`src/rtl/ds3src_pkg.sv`:
```
package ds3src_pkg;

   // Width of a counter that must hold the values 0 .. n-1 (at least one bit).
   function automatic int unsigned cnt_w(input int unsigned n);
      return (n <= 1) ? 1 : $clog2(n);
   endfunction

   // Width of a counter that must hold the values 0 .. n.
   function automatic int unsigned fill_w(input int unsigned n);
      return $clog2(n + 1);
   endfunction

endpackage

```
`src/rtl/ds3src_frame_timer.sv`:
```
module ds3src_frame_timer #(
   parameter int unsigned BLOCK_BITS     = 85,
   parameter int unsigned BLOCKS_PER_SUB = 8,
   parameter int unsigned SUBFRAMES      = 7,
   parameter bit          NESTED         = 1'b1
) (
   input  logic clk,
   input  logic rst,
   output logic sof_o
);
   import ds3src_pkg::*;

   localparam int unsigned FRAME_LEN = BLOCK_BITS * BLOCKS_PER_SUB * SUBFRAMES;

   logic at_start;

   if (BLOCK_BITS < 1 || BLOCKS_PER_SUB < 1 || SUBFRAMES < 1) begin : g_bad_dims
      $error("ds3src_frame_timer: frame dimensions must be at least 1");
   end

   if (NESTED) begin : g_nested
      localparam int unsigned BW = cnt_w(BLOCK_BITS);
      localparam int unsigned KW = cnt_w(BLOCKS_PER_SUB);
      localparam int unsigned SW = cnt_w(SUBFRAMES);
      logic [BW-1:0] bit_c;
      logic [KW-1:0] blk_c;
      logic [SW-1:0] sub_c;
      logic          bit_wrap;
      logic          blk_wrap;

      assign bit_wrap = (bit_c == BW'(BLOCK_BITS - 1));
      assign blk_wrap = (blk_c == KW'(BLOCKS_PER_SUB - 1));

      always_ff @(posedge clk) begin
         if (rst) begin
            bit_c <= '0;
            blk_c <= '0;
            sub_c <= '0;
         end else if (!bit_wrap) begin
            bit_c <= bit_c + 1'b1;
         end else begin
            bit_c <= '0;
            if (!blk_wrap) begin
               blk_c <= blk_c + 1'b1;
            end else begin
               blk_c <= '0;
               sub_c <= (sub_c == SW'(SUBFRAMES - 1)) ? '0 : sub_c + 1'b1;
            end
         end
      end

      assign at_start = (bit_c == '0) && (blk_c == '0) && (sub_c == '0);
   end else begin : g_flat
      localparam int unsigned PW = cnt_w(FRAME_LEN);
      logic [PW-1:0] pos;

      always_ff @(posedge clk) begin
         if (rst) begin
            pos <= '0;
         end else begin
            pos <= (pos == PW'(FRAME_LEN - 1)) ? '0 : pos + 1'b1;
         end
      end

      assign at_start = (pos == '0);
   end

   always_ff @(posedge clk) begin
      if (rst) begin
         sof_o <= 1'b0;
      end else begin
         sof_o <= at_start;
      end
   end

endmodule

```
`src/rtl/ds3src_payload_shifter.sv`:
```
module ds3src_payload_shifter #(
   parameter int unsigned BYTE_W   = 8,
   parameter bit          FILL_BIT = 1'b0
) (
   input  logic              clk,
   input  logic              rst,
   input  logic              stall_i,
   input  logic [BYTE_W-1:0] data_i,
   input  logic              valid_i,
   output logic              ready_o,
   output logic              ser_o,
   output logic              underrun_o
);
   import ds3src_pkg::*;

   localparam int unsigned LW = fill_w(BYTE_W);

   if (BYTE_W < 2) begin : g_bad_width
      $error("ds3src_payload_shifter: BYTE_W must be at least 2");
   end

   logic [BYTE_W-1:0] shreg;
   logic [LW-1:0]     left;
   logic              empty;

   assign empty   = (left == '0);
   assign ready_o = !rst && !stall_i && empty;

   always_ff @(posedge clk) begin
      if (rst) begin
         shreg      <= '0;
         left       <= '0;
         ser_o      <= 1'b0;
         underrun_o <= 1'b0;
      end else if (!stall_i) begin
         if (!empty) begin
            ser_o <= shreg[BYTE_W-1];
            shreg <= {shreg[BYTE_W-2:0], 1'b0};
            left  <= left - 1'b1;
         end else if (valid_i) begin
            ser_o <= data_i[BYTE_W-1];
            shreg <= {data_i[BYTE_W-2:0], 1'b0};
            left  <= LW'(BYTE_W - 1);
         end else begin
            ser_o      <= FILL_BIT;
            underrun_o <= 1'b1;
         end
      end
   end

endmodule

```
`src/rtl/ds3_payload_source.sv`:
```
module ds3_payload_source #(
   parameter int unsigned BLOCK_BITS     = 85,
   parameter int unsigned BLOCKS_PER_SUB = 8,
   parameter int unsigned SUBFRAMES      = 7,
   parameter int unsigned BYTE_W         = 8,
   parameter bit          FILL_BIT       = 1'b0,
   parameter bit          NESTED         = 1'b1
) (
   input  logic              clk,
   input  logic              rst,
   input  logic              oh_ind_i,
   input  logic [BYTE_W-1:0] src_data_i,
   input  logic              src_valid_i,
   output logic              src_ready_o,
   output logic              ser_o,
   output logic              sof_o,
   output logic              underrun_o
);

   localparam int unsigned FRAME_LEN = BLOCK_BITS * BLOCKS_PER_SUB * SUBFRAMES;

   ds3src_frame_timer #(
      .BLOCK_BITS    (BLOCK_BITS),
      .BLOCKS_PER_SUB(BLOCKS_PER_SUB),
      .SUBFRAMES     (SUBFRAMES),
      .NESTED        (NESTED)
   ) u_timer (
      .clk  (clk),
      .rst  (rst),
      .sof_o(sof_o)
   );

   ds3src_payload_shifter #(
      .BYTE_W  (BYTE_W),
      .FILL_BIT(FILL_BIT)
   ) u_shift (
      .clk       (clk),
      .rst       (rst),
      .stall_i   (oh_ind_i),
      .data_i    (src_data_i),
      .valid_i   (src_valid_i),
      .ready_o   (src_ready_o),
      .ser_o     (ser_o),
      .underrun_o(underrun_o)
   );

endmodule

```
`config.mk`:
```
export PLATFORM = sky130hd
export DESIGN_NAME = ds3_payload_source
export DESIGN_NICKNAME = d
export VERILOG_FILES = /design/src/rtl/ds3src_pkg.sv /design/src/rtl/ds3src_frame_timer.sv /design/src/rtl/ds3src_payload_shifter.sv /design/src/rtl/ds3_payload_source.sv
export SDC_FILE = /design/constraint.sdc
export NUM_CORES = 1
export LEC_CHECK = 0
export BUFFER_PORTS_ARGS = -buffer_cell sky130_fd_sc_hd__clkbuf_2
export CAP_MARGIN = 30
export CORE_ASPECT_RATIO = 0.7
export CORE_MARGIN = 10
export CORE_UTILIZATION = 45
export DETAILED_ROUTE_END_ITERATION = 12
export SYNTH_ARGS = -nofsm -noshare
export SYNTH_HDL_FRONTEND = slang
export SYNTH_SLANG_ARGS = --single-unit
```
`constraint.sdc`:
```
create_clock -name clk -period 4.3 [get_ports clk]
set_input_delay 0.215 -clock clk [delete_from_list [all_inputs] [get_ports clk]]
set_output_delay 0.215 -clock clk [all_outputs]
set_load 0.05 [all_outputs]
```
# After elaboration in Yosys (flattened, before gate mapping)
# Cells that the tools add are included.
# totals
regBits,28
latch_bits,0
ramBits,0
rom_bits,0
inputBits,12
out_inout_bits,4
wordCells,40
mem_count,0
# op_classes
n_addsub,4
mul,0
div_mod_pow,0
order_cmp,0
n_eq_ne,4
n_shift,0
n_mux,8
bitwise,2
reduce_logical,14
# ops
cell,n
8-bit 2-to-1 mux,2
4-bit 2-to-1 mux,2
"7-bit by 1-bit adder with 7-bit output, second input constant",1
"7-bit equality test, second input constant",1
7-bit zero test,1
"3-bit by 1-bit adder with 3-bit output, second input constant",2
"3-bit equality test, second input constant",2
3-bit zero test,2
3-bit 2-to-1 mux,2
1-bit logical AND,4
4-bit zero test,1
2-bit AND reduction,2
"4-bit by 1-bit subtractor with 4-bit output, second input constant",1
3-bit AND reduction,1
1-bit zero test,2
1-bit 2-to-1 mux,2
"2-bit != test, second input constant",1
1-bit NOT,2
2-bit OR reduction,1

# Depth between registers and ports, before layout
# Gate-level depths: netlist (run 1).
# depth
word_depth,3
mapped_depth,6
mapped_depth_nobuf,5

# Hierarchy
# From an unflattened synthesis (run 1), not the netlist that was laid out.
# hier_totals
cells_unflattened,150
hier_area_um2,1270.0
# modules_own_cells
mod,n_inst,cells_each,area_per_inst_um2,seq_area_each_um2
ds3src_frame_timer,1,77,668.1,280.3
ds3src_payload_shifter,1,73,601.8,260.2

# Worst setup path before layout (run 1)
# OpenSTA, ideal clock, no wires.
# synth_timing
path_type,register to output
start,register u_shift.left[0]
end,output port src_ready_o
arrival_ps,2240
path_slack_ps,1845
stages_incl_launch_ff,6
path_buffers,1
path_cell_list,dfxtp_1 > inv_1 > ha_1 > or3b_2 > clkbuf_1 > nor3_1
# synth_via
elab_chain_cells,2
# synth_lines
element,line,rtl
from (decl),ds3src_payload_shifter.sv:23,logic [LW-1:0] left;
from (signal assigned),ds3src_payload_shifter.sv:39,left <= left - 1'b1;
from (signal assigned),ds3src_payload_shifter.sv:43,left <= LW'(BYTE_W - 1);
4-bit zero test,ds3src_payload_shifter.sv:26,assign empty = (left == '0);
1-bit logical AND,ds3src_payload_shifter.sv:27,assign ready_o = !rst && !stall_i && empty;
to (decl),ds3_payload_source.sv:14,"output logic src_ready_o,"
# No other way between the ends.

# Final worst setup path (run 1)
# Same ends and word-level chain as after synthesis.

==> results of run 1 <==
worst reg2reg max path, cell delays in order (launching register included):
cell      delay (ps)
dfxtp_1          340
inv_1             60
ha_1             220
or4b_2           750
a21oi_1          200
a311oi_1          60
per-layer routing:
metal  share of wire  up-vias  GRT usage
li1                -      567          -
met1            0.50      500      0.131
met2            0.45       18      0.156
met3           0.047        2     0.0342
met4          0.0046        0     0.0127
met5               0        -          0
cells in the mapped netlist (2+ instances only):
library cell,number
clkbuf_1,6
inv_1,11
nor2_1,11
and3_1,2
nand3_1,8
a311oi_1,8
ha_1,6
nand2_1,15
nor4_1,2
dfxtp_1,27
or3_1,2
or4_1,2
o21ai_0,8
nand4_1,4
xor2_1,2
a21oi_1,19
nor4b_1,2
o31ai_1,2
report_power, final:
| part | internal, mW | switching, mW | total (mW) |
|---|---|---|---|
| Combinational | 0.0384 | 0.0687 | 0.107 |
| Sequential | 0.268 | 0.0141 | 0.282 |
| Clock | 0.0648 | 0.0758 | 0.141 |
| Total | 0.371 | 0.159 | 0.530 |
state kept, by name, indices dropped and copies added (netlist names):
register / flops
u_timer.sof_o: 1
u_shift.underrun_o: 1
u_shift.shreg: 7
u_timer.g_nested.sub_c: 3
u_timer.g_nested.blk_c: 3
u_shift.ser_o: 1
u_timer.g_nested.bit_c: 7
u_shift.left: 4
worst max path at each step:
stage          slack [ps]  cells after the start     endpoint                          from
2_1_floorplan        1840                      5  src_ready_o  u_shift.left[0]$_SDFFE_PP0P_
3_3_place_gp         2480                      5  src_ready_o  u_shift.left[0]$_SDFFE_PP0P_
3_5_place_dp         2450                      5  src_ready_o  u_shift.left[0]$_SDFFE_PP0P_
4_1_cts              2140                      5  src_ready_o  u_shift.left[0]$_SDFFE_PP0P_
5_1_grt              1980                      5  src_ready_o  u_shift.left[0]$_SDFFE_PP0P_
6_report             2130                      5  src_ready_o  u_shift.left[0]$_SDFFE_PP0P_
cell families after synthesis:
logic type	synth area share
AO/OA/AOI/OAI	0.191
multiplexers	0.00793
adder cells (fa/ha/maj)	0.0595
AND/OR/NAND/NOR	0.238
XOR/XNOR	0.0208
flip-flops	0.428
buffers and inverters	0.0545
final cells by class:
type	instances	area, um^2	share of cell area
Clock buffer	3	41.3	0.0295
Clock inverter	1	5.00	0.00358
Inverter	11	41.3	0.0295
Multi-Input combinational cell	106	653	0.467
Sequential cell	27	541	0.386
Tap cell	34	42.5	0.0304
Timing Repair Buffer	15	75.1	0.0537
stage by stage:
step | hold WS, ps | instance area [um^2] | setup slack, ps | util
2_1_floorplan | 375 | 1260 | 1840 | -
3_3_place_gp | 448 | 1350 | 2480 | 0.526
3_5_place_dp | 467 | 1350 | 2450 | 0.526
4_1_cts | 174 | 1400 | 2140 | 0.544
5_1_grt | 179 | 1400 | 1980 | 0.544
6_report | 183 | 1400 | 2130 | 0.544
==> results.cfg, run 1 <==
[route]
num_vias = 1087
viasPerCell = 5.52
post_drt_wl_per_cell_um = 13.3
drt_iter0_markers = 96
drc = 0
routed_wl_um = 2630
firstDrtPassIters = 4
ant_nets = 0

[yosys]
ys_types = 32
ys_seq_elements = 27
synth_top_cell_area_share = 0.428
yosysWarnings = 0
async_flop_share = 0
synthesis.nets = 169
syn_area_per_cell_um2 = 8.36
synth_seq_area_share = 0.428
synth_top_flop_cell = dfxtp_1
yosys-top-cells-area = dfxtp_1, a21oi_1, ha_1, a311oi_1, nand2_1
synth_edf_count = 0
post-synth-top-area-cell = dfxtp_1
syn_inst = 151
syn_area_mm2 = 0.00126

[power_and_ir_drop]
p_per_area_mw_per_mm2 = 379
p_leak_nw = 0.545
p_total_mw = 0.530
peakVddDrop_mv = 0.258

[die]
initial_core_util = 0.491
die_area_mm2 = 0.00536
die_x_um = 83.3
rows = 15
pin_count = 16
die_y_um = 64.3
coreArea_mm2 = 0.00257

[worst_setup_path]
worst-path-buf-inv = 2
cp-end-kind = output port
cp.arrival_ps = 1960
path_class = reg2out
critPathTopFamily = simple AND/OR/NAND/NOR gates
r2r_start = u_shift.left[0]$_SDFFE_PP0P_
path_cells = inv_1 -> ha_1 -> or3b_2 -> nor3_1 -> clkbuf_2
start_kind = flip-flop
cpPeakStageDelay_ps = 570
rr_endpoint = u_shift.shreg[2]$_SDFFE_PP0P_
slowest_stage = or3b_2
cp_max_fo = 9
cp.required_ps = 4090
reg2reg_depth = 5
rrSetupSlack_ps = 2520

[min_path]
hold_path_depth = 3
whs_endpoint = u_shift.shreg[3]$_SDFFE_PP0P_
hold_class = in2reg
hold_start = src_data_i[2]

[cells_and_area]
drive_above_1_share = 0.135
layout_commonest_cell = dfxtp_1
fillers = 250
fin_cells = 197
antenna_cells = 0
final_cell_mix = dfxtp_1, a21oi_1, nand2_1, clkbuf_2
syn_to_final_growth_pct = 10.8
nNetsFinal = 182

[global_route]
grt_pass1_vias = 1009
grt_pass1_wl_um = 4620
grt_start_max_net_pins = 23
grt-ovfl-total = 0
grt_usage = 0.0993
antenna_found_initial = 0

[timing]
fin_crit_sh = 0.505
maxSlewViolCount = 0
finalSetupViolCount = 0
worst_pin_slew_ps = 717
clock_skew_ps = 4.23
finalHoldViolCount = 0
fin_crit_ps = 2170
final.setup.tns_ps = 0
timing.fmax_mhz = 461
rsz0062_at_grt = false
slew_headroom = 0.521

[place]
dp_hpwl_um = 1970
dp.cells = 193
gp_congestion = 0.780
port_buffers = 15

[clock_network]
tritoncts = yes
cts_root_buf = clkbuf_8
clockBufferDepth = 2
cts_resized = 0
htreeDepth = 1
cts_setup_buffers = 0
ctsHoldBuffers = 0
numCtsBuffers = 3
clk_latency_ps = 270
clock-sinks = 27
clk_pin_slew_ps = 90

[status]
status = completed

[job]
max_cap_violations = 0
No activity file was read; power rests on OpenSTA's default activity.
==> run 2, diff against run 1 <==
Settings changed: PLACE_DENSITY set to 0.67.
Clock period 4.3 ns to 1.79 ns, I/O delays scaled along.
==> run 2 against run 1 <==
  * Count of clock-buffer cells in the layout is the same
  * Setup slack got worse by 2000 ps
  * Non-clock buffer count increased by 3
  * Die area stayed put
  * Utilization rose by 3.0 points
  * Critical path type unchanged
  * Largest cell class unchanged
==> results.cfg, run 2 (synthesized netlist as in run 1, its figures left out) <==
[global_route]
grt_usage = 0.105
grt_start_max_net_pins = 23
grt_pass1_wl_um = 4820
antenna_found_initial = 0
grt_pass1_vias = 969
grt-ovfl-total = 0

[timing]
rsz0062_at_grt = false
clock_skew_ps = 9.71
finalHoldViolCount = 0
fin_crit_ps = 1700
timing.fmax_mhz = 589
maxSlewViolCount = 0
fin_crit_sh = 0.949
finalSetupViolCount = 0
final.setup.tns_ps = 0
worst_pin_slew_ps = 519
holdWs_ps = 47.0
slew_headroom = 0.652

[clock_network]
clk_latency_ps = 270
cts_setup_buffers = 0
htreeDepth = 1
clock-sinks = 27
tritoncts = yes
numCtsBuffers = 3
cts_root_buf = clkbuf_8
ctsHoldBuffers = 0
clk_pin_slew_ps = 100
clockBufferDepth = 2

[die]
die_area_mm2 = 0.00536
coreArea_mm2 = 0.00257
pin_count = 16
die_y_um = 64.3
die_x_um = 83.3
rows = 15
initial_core_util = 0.491

[cells_and_area]
final_util = 0.574
fin_cells = 200
top_regs = u_shift.shreg x7, u_timer.g_nested.bit_c x7, u_shift.left x4
drive_above_1_share = 0.181
nNetsFinal = 185
antenna_cells = 0
syn_to_final_growth_pct = 16.9
layout_commonest_cell = dfxtp_1
final_cell_mix = dfxtp_1, a21oi_1, nand2_1, clkbuf_2

[route]
viasPerCell = 5.68
ant_nets = 0
drt_iter0_markers = 97
routed_wl_um = 2800
num_vias = 1136
firstDrtPassIters = 4
post_drt_wl_per_cell_um = 14.0
drc = 0

[power_and_ir_drop]
p_sw_mw = 0.413
peakVddDrop_mv = 0.597
pwr-share-clk = 0.261
p_total_mw = 1.35
p_comb_frac = 0.234
pwr-share-seq = 0.505
p_leak_nw = 0.572
p_per_area_mw_per_mm2 = 912
p_int_mw = 0.933
switching_share = 0.307

[worst_setup_path]
start_kind = flip-flop
critPathTopFamily = simple AND/OR/NAND/NOR gates
cp-end-kind = output port
worst-path-buf-inv = 2
slowest_stage = or3b_4
cp_max_fo = 6
path_cells = inv_1 -> ha_4 -> or3b_4 -> nor3_4 -> buf_8
cp.arrival_ps = 1610
cp.required_ps = 1700
cpPeakStageDelay_ps = 410
path_class = reg2out

[status]
status = completed

[min_path]
hold_class = in2reg

[place]
gp_congestion = 0.787
dp_hpwl_um = 2050
port_buffers = 15
dp.cells = 196

[job]
max_cap_violations = 0
-- run 2: worst paths after layout --
| check | from | endpoint | slack [ps] | cells past startpoint |
|---|---|---|---|---|
| setup / recovery | u_shift.left[0]$_SDFFE_PP0P_ | src_ready_o | 90 | 5 |
| hold / removal | src_data_i[3] | u_shift.shreg[4]$_SDFFE_PP0P_ | 50 | 3 |
| setup reg to reg | u_timer.g_nested.bit_c[0]$_SDFF_PP0_ | u_timer.g_nested.blk_c[0]$_SDFFE_PP0P_ | 170 | 5 |
| hold reg to reg | u_shift.underrun_o$_SDFFE_PP0P_ | u_shift.underrun_o$_SDFFE_PP0P_ | 470 | 2 |
-- run 2: power by group through the flow --
stage	clock network [mW]	logic (mW)	registers [mW]
after detailed placement	0	0.287	0.690
after floorplan	0	0.188	0.703
after CTS	0.368	0.299	0.677
final	0.351	0.315	0.680
after global placement	0	0.284	0.688
after global routing	0.395	0.348	0.687
-- run 2: layer usage --
| layer | up-vias | routed length [um] | GRT usage |
|---|---|---|---|
| li1 | 575 | - | - |
| met4 | 0 | 12 | 0.0191 |
| met2 | 30 | 1260 | 0.158 |
| met1 | 529 | 1330 | 0.141 |
| met3 | 2 | 199 | 0.0392 |
| met5 | - | 0 | 0 |
-- run 2: stage by stage --
step | setup WS [ps] | cell area, um^2
6_report | 91.7 | 1480
5_1_grt | 9.35 | 1480
4_1_cts | 8.56 | 1450
3_5_place_dp | 11.2 | 1390
3_3_place_gp | 102 | 1390
2_1_floorplan | 69.1 | 1270
-- run 2: timing repair --
item                                    4_1_cts  5_1_grt
pin swaps                                     0        0
endpoints found under the setup margin        2       17
gates resized for setup                       4        6
-- run 2: layout make-up --
type / count / area (um^2)
Clock buffer: 3 / 41.3
Clock inverter: 1 / 7.51
Fill cell: 241 / 1090
Inverter: 11 / 41.3
Multi-Input combinational cell: 106 / 694
Sequential cell: 27 / 542
Tap cell: 34 / 42.5
Timing Repair Buffer: 18 / 108
-- run 2: tightest hold or removal path, stage by stage --
cell,delay (ps)
clkbuf_2,80
nand2_1,40
a311oi_1,70
